## src/rtl/dsbit_pkg.sv

```systemverilog
package dsbit_pkg;

  typedef enum logic [1:0] {
    MODE_DIRECT   = 2'b00,
    MODE_SHORT    = 2'b01,
    MODE_INDIRECT = 2'b10,
    MODE_BIT      = 2'b11
  } amode_e;

  // strobes from control to datapath
  typedef struct packed {
    logic latchCmd;   // capture command fields
    logic accessCyc;  // address phase (read issue / byte store)
    logic modifyCyc;  // write-back phase of a bit command
  } dpStrobe_t;

endpackage

```

## src/rtl/dsbit_ctrl.sv

```systemverilog
module dsbit_ctrl
  import dsbit_pkg::*;
(
  input  logic      clk,
  input  logic      rstN,
  input  logic      start,
  input  logic      cmdIsBit,
  output dpStrobe_t strb,
  output logic      busy,
  output logic      done
);

  typedef enum logic [1:0] {ST_IDLE, ST_ACCESS, ST_MODIFY} state_e;
  state_e state;

  always_ff @(posedge clk) begin
    if (!rstN) begin
      state <= ST_IDLE;
      done  <= 1'b0;
    end else begin
      done <= 1'b0;
      case (state)
        ST_IDLE:   if (start) state <= ST_ACCESS;
        ST_ACCESS: begin
          if (cmdIsBit) state <= ST_MODIFY;
          else begin
            state <= ST_IDLE;
            done  <= 1'b1;
          end
        end
        ST_MODIFY: begin
          state <= ST_IDLE;
          done  <= 1'b1;
        end
        default:   state <= ST_IDLE;
      endcase
    end
  end

  always_comb begin
    strb.latchCmd  = (state == ST_IDLE) && start;
    strb.accessCyc = (state == ST_ACCESS);
    strb.modifyCyc = (state == ST_MODIFY);
    busy           = (state != ST_IDLE);
  end

  AST_DONE_PULSE: assert property (@(posedge clk) disable iff (!rstN)
    done |=> !done);

  AST_MODIFY_AFTER_ACCESS: assert property (@(posedge clk) disable iff (!rstN)
    (state == ST_MODIFY) |-> $past(state == ST_ACCESS));

endmodule

```

## src/rtl/dsbit_datapath.sv

```systemverilog
module dsbit_datapath
  import dsbit_pkg::*;
#(
  parameter int DATA_W    = 8,
  parameter int NUM_SHORT = 4,
  parameter logic [DATA_W-1:0] REG_BASE = 8'h80
) (
  input  logic              clk,
  input  logic              rstN,
  input  dpStrobe_t         strb,
  input  amode_e            mode,
  input  logic [DATA_W-1:0] opcode,
  input  logic [DATA_W-1:0] operand,
  input  logic              storeEn,
  input  logic [DATA_W-1:0] storeData,
  input  logic [DATA_W-1:0] memRdata,
  output logic [DATA_W-1:0] effAddr,
  output logic              memWe,
  output logic [DATA_W-1:0] memWdata,
  output logic              carry,
  output logic              testBit,
  output logic              cmdIsBit
);

  localparam int BIT_IDX_W   = $clog2(DATA_W);
  localparam int SHORT_SEL_W = $clog2(NUM_SHORT);
  localparam int OP_SET_POS  = 4;
  localparam int OP_TEST_POS = 3;
  localparam int OP_PTR_POS  = 4;

  amode_e            modeQ;
  logic [DATA_W-1:0] opQ, operandQ, dataQ;
  logic              storeQ;
  logic [DATA_W-1:0] ptrX, ptrY;

  logic                 isTest, setNotClr;
  logic [BIT_IDX_W-1:0] bitIdx;
  logic [DATA_W-1:0]    bitMask, modByte;

  always_ff @(posedge clk) begin
    if (!rstN) begin
      modeQ    <= MODE_DIRECT;
      opQ      <= '0;
      operandQ <= '0;
      dataQ    <= '0;
      storeQ   <= 1'b0;
    end else if (strb.latchCmd) begin
      modeQ    <= mode;
      opQ      <= opcode;
      operandQ <= operand;
      dataQ    <= storeData;
      storeQ   <= storeEn;
    end
  end

  always_comb begin
    cmdIsBit  = (modeQ == MODE_BIT);
    isTest    = cmdIsBit && opQ[OP_TEST_POS];
    setNotClr = opQ[OP_SET_POS];
    bitIdx    = opQ[DATA_W-1 -: BIT_IDX_W];
    bitMask   = DATA_W'(1) << bitIdx;
    modByte   = setNotClr ? (memRdata | bitMask) : (memRdata & ~bitMask);
  end

  always_comb begin
    case (modeQ)
      MODE_SHORT:    effAddr = REG_BASE + DATA_W'(opQ[SHORT_SEL_W-1:0]);
      MODE_INDIRECT: effAddr = opQ[OP_PTR_POS] ? ptrY : ptrX;
      default:       effAddr = operandQ;
    endcase
  end

  always_comb begin
    memWe    = (strb.accessCyc && !cmdIsBit && storeQ) ||
               (strb.modifyCyc && cmdIsBit && !isTest);
    memWdata = cmdIsBit ? modByte : dataQ;
  end

  always_ff @(posedge clk) begin
    if (!rstN) begin
      ptrX    <= '0;
      ptrY    <= '0;
      carry   <= 1'b0;
      testBit <= 1'b0;
    end else begin
      if (memWe && effAddr == REG_BASE)              ptrX <= memWdata;
      if (memWe && effAddr == REG_BASE + DATA_W'(1)) ptrY <= memWdata;
      if (strb.modifyCyc && cmdIsBit && !isTest)     carry   <= memRdata[bitIdx];
      if (strb.modifyCyc && isTest)                  testBit <= memRdata[bitIdx];
    end
  end

  AST_WE_ONLY_BUSY: assert property (@(posedge clk) disable iff (!rstN)
    memWe |-> (strb.accessCyc || strb.modifyCyc));

  AST_TEST_NO_WRITE: assert property (@(posedge clk) disable iff (!rstN)
    (strb.modifyCyc && isTest) |-> !memWe);

  AST_ONE_BIT_CHANGED: assert property (@(posedge clk) disable iff (!rstN)
    (memWe && strb.modifyCyc) |-> ($countones(memWdata ^ memRdata) <= 1));

  AST_PTR_X_TRACKS: assert property (@(posedge clk) disable iff (!rstN)
    (memWe && effAddr == REG_BASE) |=> (ptrX == $past(memWdata)));

  AST_CARRY_HELD_ON_TEST: assert property (@(posedge clk) disable iff (!rstN)
    (strb.modifyCyc && isTest) |=> $stable(carry));

endmodule

```

## src/rtl/dsbit_unit.sv

```systemverilog
module dsbit_unit
  import dsbit_pkg::*;
#(
  parameter int DATA_W    = 8,
  parameter int NUM_SHORT = 4,
  parameter logic [DATA_W-1:0] REG_BASE = 8'h80
) (
  input  logic              clk,
  input  logic              rstN,
  input  logic              start,
  input  logic [1:0]        mode,
  input  logic [DATA_W-1:0] opcode,
  input  logic [DATA_W-1:0] operand,
  input  logic              storeEn,
  input  logic [DATA_W-1:0] storeData,
  input  logic [DATA_W-1:0] memRdata,
  output logic [DATA_W-1:0] effAddr,
  output logic              memWe,
  output logic [DATA_W-1:0] memWdata,
  output logic              busy,
  output logic              done,
  output logic              carry,
  output logic              testBit
);

  dpStrobe_t strb;
  logic      cmdIsBit;

  dsbit_ctrl i_ctrl (
    .clk      (clk),
    .rstN     (rstN),
    .start    (start),
    .cmdIsBit (cmdIsBit),
    .strb     (strb),
    .busy     (busy),
    .done     (done)
  );

  dsbit_datapath #(
    .DATA_W    (DATA_W),
    .NUM_SHORT (NUM_SHORT),
    .REG_BASE  (REG_BASE)
  ) i_dp (
    .clk       (clk),
    .rstN      (rstN),
    .strb      (strb),
    .mode      (amode_e'(mode)),
    .opcode    (opcode),
    .operand   (operand),
    .storeEn   (storeEn),
    .storeData (storeData),
    .memRdata  (memRdata),
    .effAddr   (effAddr),
    .memWe     (memWe),
    .memWdata  (memWdata),
    .carry     (carry),
    .testBit   (testBit),
    .cmdIsBit  (cmdIsBit)
  );

endmodule

```

## config.mk

```make
export PLATFORM = sky130hd
export DESIGN_NAME = dsbit_unit
export DESIGN_NICKNAME = d
export VERILOG_FILES = /design/src/rtl/dsbit_pkg.sv /design/src/rtl/dsbit_ctrl.sv /design/src/rtl/dsbit_datapath.sv /design/src/rtl/dsbit_unit.sv
export SDC_FILE = /design/constraint.sdc
export NUM_CORES = 1
export LEC_CHECK = 0
export ABC_CLOCK_PERIOD_IN_PS = 4700
export CAP_MARGIN = 20
export CORE_MARGIN = 2
export CORE_UTILIZATION = 50
export DETAILED_ROUTE_END_ITERATION = 8
export PLACE_DENSITY = 0.79
export SLEW_MARGIN = 0
export SYNTH_ARGS = -nofsm -noshare
export SYNTH_HDL_FRONTEND = slang
export SYNTH_HIERARCHICAL = 1
export SYNTH_SLANG_ARGS = --single-unit
```

## constraint.sdc

```tcl
create_clock -name clk -period 4.7 [get_ports clk]
set_clock_uncertainty 0.05 [all_clocks]
set_input_delay 0.47 -clock clk [delete_from_list [all_inputs] [get_ports clk]]
set_output_delay 0.47 -clock clk [all_outputs]
set_load 0.1 [all_outputs]
```

==> impl_results.md, run 1 <==
* Status: complete, no violations
* Commonest non-fill, non-tap cell in the layout: mux2i_1
* Dpl cell area at between 3000 and 4000 um2
* H-tree depth at 2
* Peak VDD IR at around 0.24 mV
* Final Cycle Share at 75.4%
* CTS Buf Count at 5
* ANT cells at 0
* Post-Synthesis Cells at 254
* GRT overflow at 0
* P_leak at 1.22 nW
* Syn nets at around 300
* Post-cts sizing count at 0
* # nets final at 346
* Clock sinks at 47
* Area leader, netlist: dfxtp_1
* Worst Hold Slack at approximately 400 ps
* Clk_lat worst skew at 290 ps
* Antenna Nets Post-Route at 0
* Worst path slowest cell: clkdlybuf4s50_1
* Max Slew Vio Count at 0
* Number of global-route vias before repair at approximately 1700
* Initial antenna violation count at 0
* Chip width at 74.0 um
* Drt first pass iters at 4
* Slew of the pin with the lowest slew margin at just under 1000 ps
* Placer Congestion at ~0.81
* Worst setup EP type: output pin
* FF/Latch Area at around 940 um2
* Post-Syn Area at 2450 um2
* Share of cells above drive strength 1 at under 10%
* Worst endpoint required time at between 4000 and 5000 ps
* First-pass GRT wire length at approximately 8000 um
* Overall via count from detail_route at roughly 1900
* Setup Buffers After CTS at 0
* Setup TNS at 0 ps
* Worst-path fanout max at 11
* Pwr dens at 301 nW/um2
* Synthesis Warnings at 6
* GRT Total Usage at slightly below 20%
* Final setup viols at 0
* Die Area at around 5500 um2
* Unique masters post-synth at 31
* Critical path cell sequence: inv_1 -> ha_1 -> nand2b_1 -> o21ai_1 -> clkdlybuf4s50_1
* Unrepaired setup endpoints after global routing: false
* Seq/Total Area, Yosys at 38.4%
* Critical path type: reg -> out
* Min Tclk post-route at 3540 ps
* Post-CTS Hold Fix Bufs at 0
* DR vias/cell at between 5 and 6
* Port-buffer cells at 57
* Worst Hold Class: reg -> reg
* Core Area at 4720 um2
* Hold depth at 2
* Most frequent cells in the layout: 61 x mux2i_1, 57 x clkdlybuf4s50_1, 47 x dfxtp_1
* Starting DRC count in detailed routing at 74
* Fillers at ~410
* Num ports at roughly 60
* CTS tree: done
* Row cnt at 25
* Routed len/inst at approximately 14 um
* Worst Path Arrival at slightly above 3000 ps
* Synth Area per Inst at just under 10 um2
* Layout area overhead at 26.4%
* Max incr delay on CP at ~1200 ps
* Critical path launch point type: flip-flop
* Starting density of the core at 51.8%
* Multi-input gate area at roughly 1400 um2
* Max-slew headroom at around a third
* Post-DP HPWL at approximately 3600 um
* Peak Freq at roughly 280 MHz
* DRT Wirelength at just over 5000 um
* Clk pin slew, worst setup/hold paths at ~80 ps
* FF+latch count, synth at 47
* FF-to-FF path depth at 7
* Largest net degree at the start of global routing at 56
* Synth top area share at between 30% and 40%
* Clk buf depth at 2
* DRC violations left at 0
* Synth area leaders: dfxtp_1 38%, mux2i_1 25%, nor2b_1 7.2%, nand2_1 5.2%, ha_1 3.6%
* Die height at between 70 and 80 um
* Max_cap viols at 0
* Final Hold Viols at 0
* CTS Root Cell: clkbuf_8
* Final instance area at between 3000 and 4000 um2
==> worst paths after layout <==
kind,startpoint,slack (ps),end
worst min register to register,i_dp/ptrX[6],410,i_dp/ptrX[6]
worst min-delay path,i_dp/ptrX[6],410,i_dp/ptrX[6]
worst max register to register,i_dp/modeQ[0],1910,i_dp/ptrX[4]
worst max-delay path,i_dp/modeQ[0],1160,effAddr[6]
==> per-stage QoR <==
stage | cells | setup WS [ps] | util (%) | power (mW)
3_3_place_gp | 361 | 1520 | 63.8 | 0.710
6_report | 369 | 1160 | 65.5 | 0.932
5_1_grt | 369 | 1000 | 65.5 | 0.975
2_1_floorplan | 254 | 774 | - | 0.638
3_5_place_dp | 361 | 1500 | 63.8 | 0.712
4_1_cts | 369 | 1160 | 65.5 | 0.944
==> worst max-delay path, delay by kind of cell (launching register included) <==
kind,cells,cell delay [ps]
AO/OA/AOI/OAI,1,290
adder cells (fa/ha/maj),1,460
buffers and inverters,2,1240
flip-flops,1,390
AND/OR/NAND/NOR,1,350
==> synthesized netlist by cell type (all sizes together) <==
cell,instances
nor3,1
mux2i,61
nor4,1
nand3,3
o21ai,7
o211a,1
mux4,2
inv,7
o221ai,1
buf,9
nand3b,4
nor2,9
ha,7
clkbuf,9
and3b,1
and4bb,1
and2,2
a21oi,10
a221oi,1
nand2,34
nor2b,28
dfxtp,47
nor3b,3
mux2,2
nand2b,3
==> per-layer routing <==
layer	routed length [um]	global-route usage, %
met5	0	0
met4	56	7.27
met3	182	4.07
met2	2400	31.1
met1	2410	26.6
==> sequential cells by signal (all words and copies together), names as in the netlist <==
register,flops
i_dp/ptrX,8
i_dp/operandQ,8
i_dp/storeQ,1
i_dp/testBit,1
i_dp/dataQ,8
i_ctrl/state,2
i_dp/carry,1
i_ctrl/done,1
i_dp/modeQ,2
i_dp/opQ,7
i_dp/ptrY,8
==> final cells by class <==
cell class              instances  area share, %
multi-input cells             182           44.7
flip-flops and latches         47           30.4
repair buffers                 58           18.7
well taps                      67           2.71
clock buffers                   7           2.47
inverters                       7          0.850
clock inverters                 1          0.162
==> logic make-up after synthesis <==
logic type / Yosys count / synth area share, %
buffers and inverters: 25 / 5.06
AND/OR/NAND/NOR: 90 / 19.9
AO/OA/AOI/OAI: 20 / 5.11
multiplexers: 65 / 27.9
adder cells (fa/ha/maj): 7 / 3.58
flip-flops: 47 / 38.4
==> power breakdown <==
part | leakage, nW | internal, mW | switching, mW | total (mW)
clock | 0.0422 | 0.105 | 0.125 | 0.229
sequential | 0.383 | 0.415 | 0.0184 | 0.434
combinational | 0.798 | 0.100 | 0.168 | 0.269
total | 1.22 | 0.620 | 0.312 | 0.932
No activity file was read; power rests on OpenSTA's default activity.
==> run 2, diff against run 1 <==
--- a/config.mk
+++ b/config.mk
@@ -5,12 +5,12 @@
 export SDC_FILE = /design/constraint.sdc
 export NUM_CORES = 1
 export LEC_CHECK = 0
-export ABC_CLOCK_PERIOD_IN_PS = 4700
+export ABC_CLOCK_PERIOD_IN_PS = 3080
 export CAP_MARGIN = 20
 export CORE_MARGIN = 2
-export CORE_UTILIZATION = 50
+export CORE_UTILIZATION = 45
 export DETAILED_ROUTE_END_ITERATION = 8
-export PLACE_DENSITY = 0.79
+export PLACE_DENSITY = 0.75
 export SLEW_MARGIN = 0
 export SYNTH_ARGS = -nofsm -noshare
 export SYNTH_HDL_FRONTEND = slang
==> constraint.sdc (replaced) <==
create_clock -name clk -period 3.08 [get_ports clk]
set_clock_uncertainty 0.05 [all_clocks]
set_input_delay 0.308 -clock clk [delete_from_list [all_inputs] [get_ports clk]]
set_output_delay 0.308 -clock clk [all_outputs]
set_load 0.1 [all_outputs]
==> impl_results.md, run 2 (synthesis gave the netlist of run 1 again) <==
* Grt peak-use layer: met2 (unchanged)
* Max-slew headroom at 35.6% (was 34.0%)
* GRT met1 Usage at 22.3% (was 26.6%)
* Core Area at 5170 um2 (was 4720 um2)
* Final Cycle Share at roughly four fifths
* Worst Hold Class: reg -> reg (unchanged)
* Post-DP HPWL at 3700 um (was 3570 um)
* Hold Path End: i_dp/ptrX[3] (was i_dp/ptrX[6])
* Pre-CTS setup slack at 593 ps (was 1500 ps)
* Initial antenna violation count at 0 (unchanged)
* GRT overflow at 0 (unchanged)
* Clk pin slew, worst setup/hold paths at 80 ps (about the same)
* Commonest non-fill, non-tap cell in the layout: mux2i_1 (unchanged)
* Row cnt at 26 (was 25)
* Pwr dens at 462 nW/um2 (was 301 nW/um2)
* Critical path type: reg -> reg (was reg -> out)
* P_leak at 1.28 nW (was 1.22 nW)
* Layout area overhead at 26.7% (was 26.4%)
* CTS tree: done (unchanged)
* Num ports at 59 (unchanged)
* DR vias/cell at 4.90 (was 5.06)
* CTS Buf Count at 5 (unchanged)
* Final setup viols at 0 (unchanged)
* Slew of the pin with the lowest slew margin at 963 ps (was 986 ps)
* Status: complete, no violations (unchanged)
* Met2 Resource Use GR at 29.2% (was 31.1%)
* Clk_lat worst skew at 300 ps (was 290 ps)
* Clk buf depth at 2 (unchanged)
* Starting density of the core at 47.3% (was 51.8%)
* Setup slack, reg-to-reg at 580 ps (was 1910 ps)
* Peak Freq at roughly 400 MHz
* Setup ws final at 580 ps (was 1160 ps)
* Setup TNS at 0 ps (unchanged)
* Routed len/inst at 13.7 um (about the same)
* DRC violations left at 0 (unchanged)
* Share of cells above drive strength 1 at 14.8% (was 5.63%)
* Placer Congestion at 0.756 (was 0.808)
* GRT Total Usage at 17.7% (was 19.6%)
* Drt first pass iters at 5 (was 4)
* Final Hold Viols at 0 (unchanged)
* Clock sinks at 47 (unchanged)
* Dpl cell area at 3020 um2 (was 3010 um2)
* Max_cap viols at 0 (unchanged)
* Hold depth at 2 (unchanged)
* First-pass GRT wire length at 8420 um (was 8200 um)
* Overall via count from detail_route at 1838 (was 1866)
* Most frequent cells in the layout: 61 x mux2i_1, 47 x dfxtp_1, 39 x clkdlybuf4s50_1 (was 61 x mux2i_1, 57 x clkdlybuf4s50_1, 47 x dfxtp_1)
* Post-cts sizing count at 0 (unchanged)
* Worst Min Path Start: i_dp/ptrX[3] (was i_dp/ptrX[6])
* Antenna Nets Post-Route at 0 (unchanged)
* Post-CTS Hold Fix Bufs at 0 (unchanged)
* Chip width at 77.7 um (was 74.0 um)
* Die Area at 6040 um2 (was 5470 um2)
* DP Cell Count at 367 (was 361)
* CTS Root Cell: clkbuf_8 (unchanged)
* Worst flop-to-flop path startpoint: i_dp/modeQ[0] (unchanged)
* Starting DRC count in detailed routing at 60 (was 74)
* Largest net degree at the start of global routing at 56 (unchanged)
* GR Util met3 at 4.53% (was 4.07%)
* Critical path launch point type: flip-flop (unchanged)
* Fin cells at 375 (was 369)
* Worst endpoint required time at 3260 ps (was 4180 ps)
* Worst-path fanout max at 8 (was 11)
* Setup Buffers After CTS at 0 (unchanged)
* Min Tclk post-route at about 2500 ps
* Critical R2R Capture: i_dp/ptrX[1] (was i_dp/ptrX[4])
* Worst Path Arrival at 2680 ps (was 3020 ps)
* Die height at 77.7 um (was 74.0 um)
* Unrepaired setup endpoints after global routing: false (unchanged)
* H-tree depth at 2 (unchanged)
* Port-buffer cells at 57 (unchanged)
* # nets final at 349 (was 346)
* Number of global-route vias before repair at 1774 (was 1717)
* Worst setup EP type: flip-flop (was output pin)
* ANT cells at 0 (unchanged)
* Peak VDD IR at 0.235 mV (was 0.237 mV)
* Max Slew Vio Count at 0 (unchanged)
* Final instance area at 3100 um2 (was 3090 um2)
* DRT Wirelength at 5150 um (was 5050 um)
* FF-to-FF path depth at 7 (unchanged)
[run 2: cell types whose count changed in the layout (fill, tap and decap cells not counted), sizes merged]
cell / previous run / this run
clkdlybuf4s50: 57 / 39
buf: 1 / 22
[run 2: layout make-up]
| cell class | count | area (um2) |
|---|---|---|
| clock buffer | 7 | 76.3 |
| clock inverter | 1 | 5.00 |
| fill | 444 | 2070 |
| inverter | 7 | 26.3 |
| multi-input combinational | 182 | 1410 |
| sequential | 47 | 941 |
| tap | 70 | 87.6 |
| timing repair buffer | 61 | 556 |
[run 2: worst max-delay path, stage by stage, from the launching register on]
cell      delay [ps]
dfxtp_1          400
inv_1             60
ha_1             280
nand2b_1         380
o21ai_2          120
nor4_2           370
and3b_1          530
mux2i_1          240
[run 2: layer usage]
layer	part of all wire, %	vias up
li1	-	958
met1	47	837
met2	48	37
met3	4.4	6
met4	1.1	0
met5	0	-
[run 2: worst max-delay path by stage]
stage | cells after the start | to | startpoint
after detailed placement | 7 | i_dp/ptrX[6] | i_dp/modeQ[0]
after CTS | 7 | i_dp/ptrX[6] | i_dp/modeQ[0]
final | 7 | i_dp/ptrX[1] | i_dp/modeQ[0]
after global routing | 7 | i_dp/ptrX[6] | i_dp/modeQ[0]
after global placement | 7 | i_dp/ptrX[6] | i_dp/modeQ[0]
after floorplan | 7 | i_dp/ptrX[3] | i_dp/modeQ[0]
[run 2: power by group]
| group | total (mW) | switching [mW] | internal [mW] |
|---|---|---|---|
| logic | 0.413 | 0.262 | 0.150 |
| registers | 0.660 | 0.0263 | 0.634 |
| clock network | 0.361 | 0.201 | 0.160 |
[run 2: through the flow]
stage                     hold WS, ps  power [mW]  util, %
after floorplan                   380       0.978        -
after global placement            394        1.08     58.4
after detailed placement          398        1.09     58.4
after CTS                         410        1.45     59.9
after global routing              437        1.50     59.9
final                             411        1.43     59.9
==> run 3, diff against run 2 <==
--- a/config.mk
+++ b/config.mk
@@ -5,12 +5,12 @@
 export SDC_FILE = /design/constraint.sdc
 export NUM_CORES = 1
 export LEC_CHECK = 0
-export ABC_CLOCK_PERIOD_IN_PS = 3080
+export ABC_CLOCK_PERIOD_IN_PS = 2600
 export CAP_MARGIN = 20
 export CORE_MARGIN = 2
-export CORE_UTILIZATION = 45
+export CORE_UTILIZATION = 49
 export DETAILED_ROUTE_END_ITERATION = 8
-export PLACE_DENSITY = 0.75
+export PLACE_DENSITY = 0.78
 export SLEW_MARGIN = 0
 export SYNTH_ARGS = -nofsm -noshare
 export SYNTH_HDL_FRONTEND = slang
==> constraint.sdc (replaced) <==
create_clock -name clk -period 2.6 [get_ports clk]
set_clock_uncertainty 0.05 [all_clocks]
set_input_delay 0.26 -clock clk [delete_from_list [all_inputs] [get_ports clk]]
set_output_delay 0.26 -clock clk [all_outputs]
set_load 0.1 [all_outputs]
==> impl_results.md, run 3 (synthesis gave the netlist of run 1 again) <==
* Worst-path fanout max at 8 (unchanged)
* Hold Path End: i_dp/ptrY[1] (was i_dp/ptrX[3])
* DR vias/cell at 5.13 (was 4.90)
* Worst Hold Class: reg -> reg (unchanged)
* FF-to-FF path depth at 8 (was 7)
* GRT overflow at 0 (unchanged)
* Clock share of power at 29.1% (was 25.2%)
* Antenna Nets Post-Route at 0 (unchanged)
* Fin cells at 374 (was 375)
* Peak VDD IR at 0.362 mV (was 0.235 mV)
* DP Cell Count at 366 (was 367)
* First-pass GRT wire length at 8860 um (was 8420 um)
* Clk_lat worst skew at 290 ps (was 300 ps)
* Worst endpoint required time at 2770 ps (was 3260 ps)
* Clk buf depth at 2 (unchanged)
* Layout area overhead at 41.8% (was 26.7%)
* Min Tclk post-route at 2370 ps (was 2500 ps)
* Setup Buffers After CTS at 0 (unchanged)
* Peak Freq at 422 MHz (was 400 MHz)
* Slew of the pin with the lowest slew margin at 484 ps (was 963 ps)
* Starting DRC count in detailed routing at 84 (was 60)
* GRT Total Usage at 20.8% (was 17.7%)
* CTS Root Cell: clkbuf_8 (unchanged)
* Pre-CTS setup slack at 241 ps (was 593 ps)
* Largest net degree at the start of global routing at 56 (unchanged)
* Final Cycle Share at 91.1% (was 81.2%)
* Port-buffer cells at 57 (unchanged)
* Crit-path leading delay family: simple AND/OR/NAND/NOR gates (unchanged)
* Internal power at 1.31 mW (was 0.944 mW)
* Setup TNS at 0 ps (unchanged)
* Die Area at 5580 um2 (was 6040 um2)
* Chip width at 74.7 um (was 77.7 um)
* Worst path slowest cell: dfxtp_1 (was and3b_1)
* Worst path bufs/invs at 2 (was 1)
* Die height at 74.7 um (was 77.7 um)
* Starting density of the core at 51.5% (was 47.3%)
* DRT Wirelength at 5390 um (was 5150 um)
* CTS tree: done (unchanged)
* Pwr dens at 555 nW/um2 (was 462 nW/um2)
* DRC violations left at 0 (unchanged)
* Clk pin slew, worst setup/hold paths at 90 ps (was 80 ps)
* Hold depth at 2 (unchanged)
* Worst Min Path Start: i_dp/ptrY[1] (was i_dp/ptrX[3])
* Sequential Power Share at 40.5% (was 46.0%)
* Post-CTS Hold Fix Bufs at 0 (unchanged)
* Net Sw Frac at 31.8% (was 34.2%)
* Critical path cell sequence: inv_1 -> ha_1 -> nand2b_2 -> o21ai_4 -> and4bb_1 -> and3b_1 -> buf_4 -> mux2i_1 (was inv_1 -> ha_1 -> nand2b_1 -> o21ai_2 -> nor4_2 -> and3b_1 -> mux2i_1)
* Clock sinks at 47 (unchanged)
* Max Slew Vio Count at 0 (unchanged)
* Commonest non-fill, non-tap cell in the layout: mux2i_1 (unchanged)
* Power share of the combinational group at 30.4% (was 28.8%)
* Setup slack, reg-to-reg at 230 ps (was 580 ps)
* Status: complete, no violations (unchanged)
* Routed len/inst at 14.4 um (was 13.7 um)
* Drt first pass iters at 4 (was 5)
* Max-slew headroom at 67.7% (was 35.6%)
* H-tree depth at 2 (unchanged)
* Initial antenna violation count at 0 (unchanged)
* Critical path launch point type: flip-flop (unchanged)
* Core Area at 4750 um2 (was 5170 um2)
* Placer Congestion at 0.772 (was 0.756)
* Worst setup EP type: flip-flop (unchanged)
* CTS Buf Count at 5 (unchanged)
* Fillers at 363 (was 444)
* Max incr delay on CP at 390 ps (was 530 ps)
* Critical R2R Capture: i_dp/ptrX[7] (was i_dp/ptrX[1])
* Worst Path Arrival at 2540 ps (was 2680 ps)
* P_leak at 1.38 nW (was 1.28 nW)
* Max_cap viols at 0 (unchanged)
* Unrepaired setup endpoints after global routing: false (unchanged)
* # nets final at 351 (was 349)
* Post-cts sizing count at 0 (unchanged)
* Setup ws final at 232 ps (was 580 ps)
* Final Hold Viols at 0 (unchanged)
* Num ports at 59 (unchanged)
* Most frequent cells in the layout: 61 x mux2i_1, 47 x dfxtp_1, 36 x clkdlybuf4s50_1 (was 61 x mux2i_1, 47 x dfxtp_1, 39 x clkdlybuf4s50_1)
* Switch Pwr at 0.612 mW (was 0.490 mW)
* Row cnt at 25 (was 26)
* Total power at 1.92 mW (was 1.43 mW)
* Worst flop-to-flop path startpoint: i_dp/modeQ[0] (unchanged)
* Critical path type: reg -> reg (unchanged)
* ANT cells at 0 (unchanged)
* Final setup viols at 0 (unchanged)
* Overall via count from detail_route at 1917 (was 1838)
* Number of global-route vias before repair at 1861 (was 1774)
* Share of cells above drive strength 1 at 20.2% (was 14.8%)
* Worst Hold Slack at 414 ps (was 411 ps)
* Post-DP HPWL at 3960 um (was 3700 um)
## run 3: power by group through the flow
stage / combinational (mW) / sequential (mW) / clock, mW
global route: 0.615 / 0.784 / 0.605
floorplan: 0.394 / 0.784 / 0
finish: 0.585 / 0.780 / 0.560
CTS: 0.589 / 0.780 / 0.574
detailed placement: 0.587 / 0.797 / 0
global placement: 0.580 / 0.796 / 0
## run 3: metal layers
metal | up-vias | GRT usage, % | part of all wire, %
met5 | - | 0 | 0
met4 | 0 | 5.56 | 1.2
met3 | 6 | 5.22 | 4.7
met2 | 56 | 33.5 | 48
met1 | 892 | 27.9 | 46
li1 | 963 | - | -
## run 3: worst min-delay path: cells and delay by family, from the launching register on
kind	cells	cell delay (ps)
AND/OR/NAND/NOR	1	50
multiplexers	1	50
flip-flops	1	320
## run 3: final cells by class
| type | count | area, um2 | share of cell area, % |
|---|---|---|---|
| multi-input cells | 182 | 1510 | 43.5 |
| flip-flops and latches | 47 | 941 | 27.1 |
| repair buffers | 63 | 788 | 22.7 |
| well taps | 67 | 83.8 | 2.42 |
| clock buffers | 6 | 82.6 | 2.38 |
| clock inverters | 2 | 38.8 | 1.12 |
| inverters | 7 | 26.3 | 0.757 |
## run 3: worst max path at each step
stage                        startpoint           end  slack [ps]  cells past startpoint
after global placement    i_dp/modeQ[0]  i_dp/ptrX[2]         360                      8
after CTS                 i_dp/modeQ[0]  i_dp/ptrX[7]         200                      8
final                     i_dp/modeQ[0]  i_dp/ptrX[7]         230                      8
after detailed placement  i_dp/modeQ[0]  i_dp/ptrX[2]         240                      8
after floorplan           i_dp/modeQ[0]  i_dp/ptrX[0]           4                      8
after global routing      i_dp/modeQ[0]  i_dp/ptrX[7]          90                      8
## run 3: per-stage QoR
step / util (%) / cell area [um2]
after detailed placement: 70.4 / 3350
final: 73.0 / 3470
after CTS: 73.0 / 3470
after global placement: 70.4 / 3350
after global routing: 73.0 / 3470
after floorplan: - / 2570
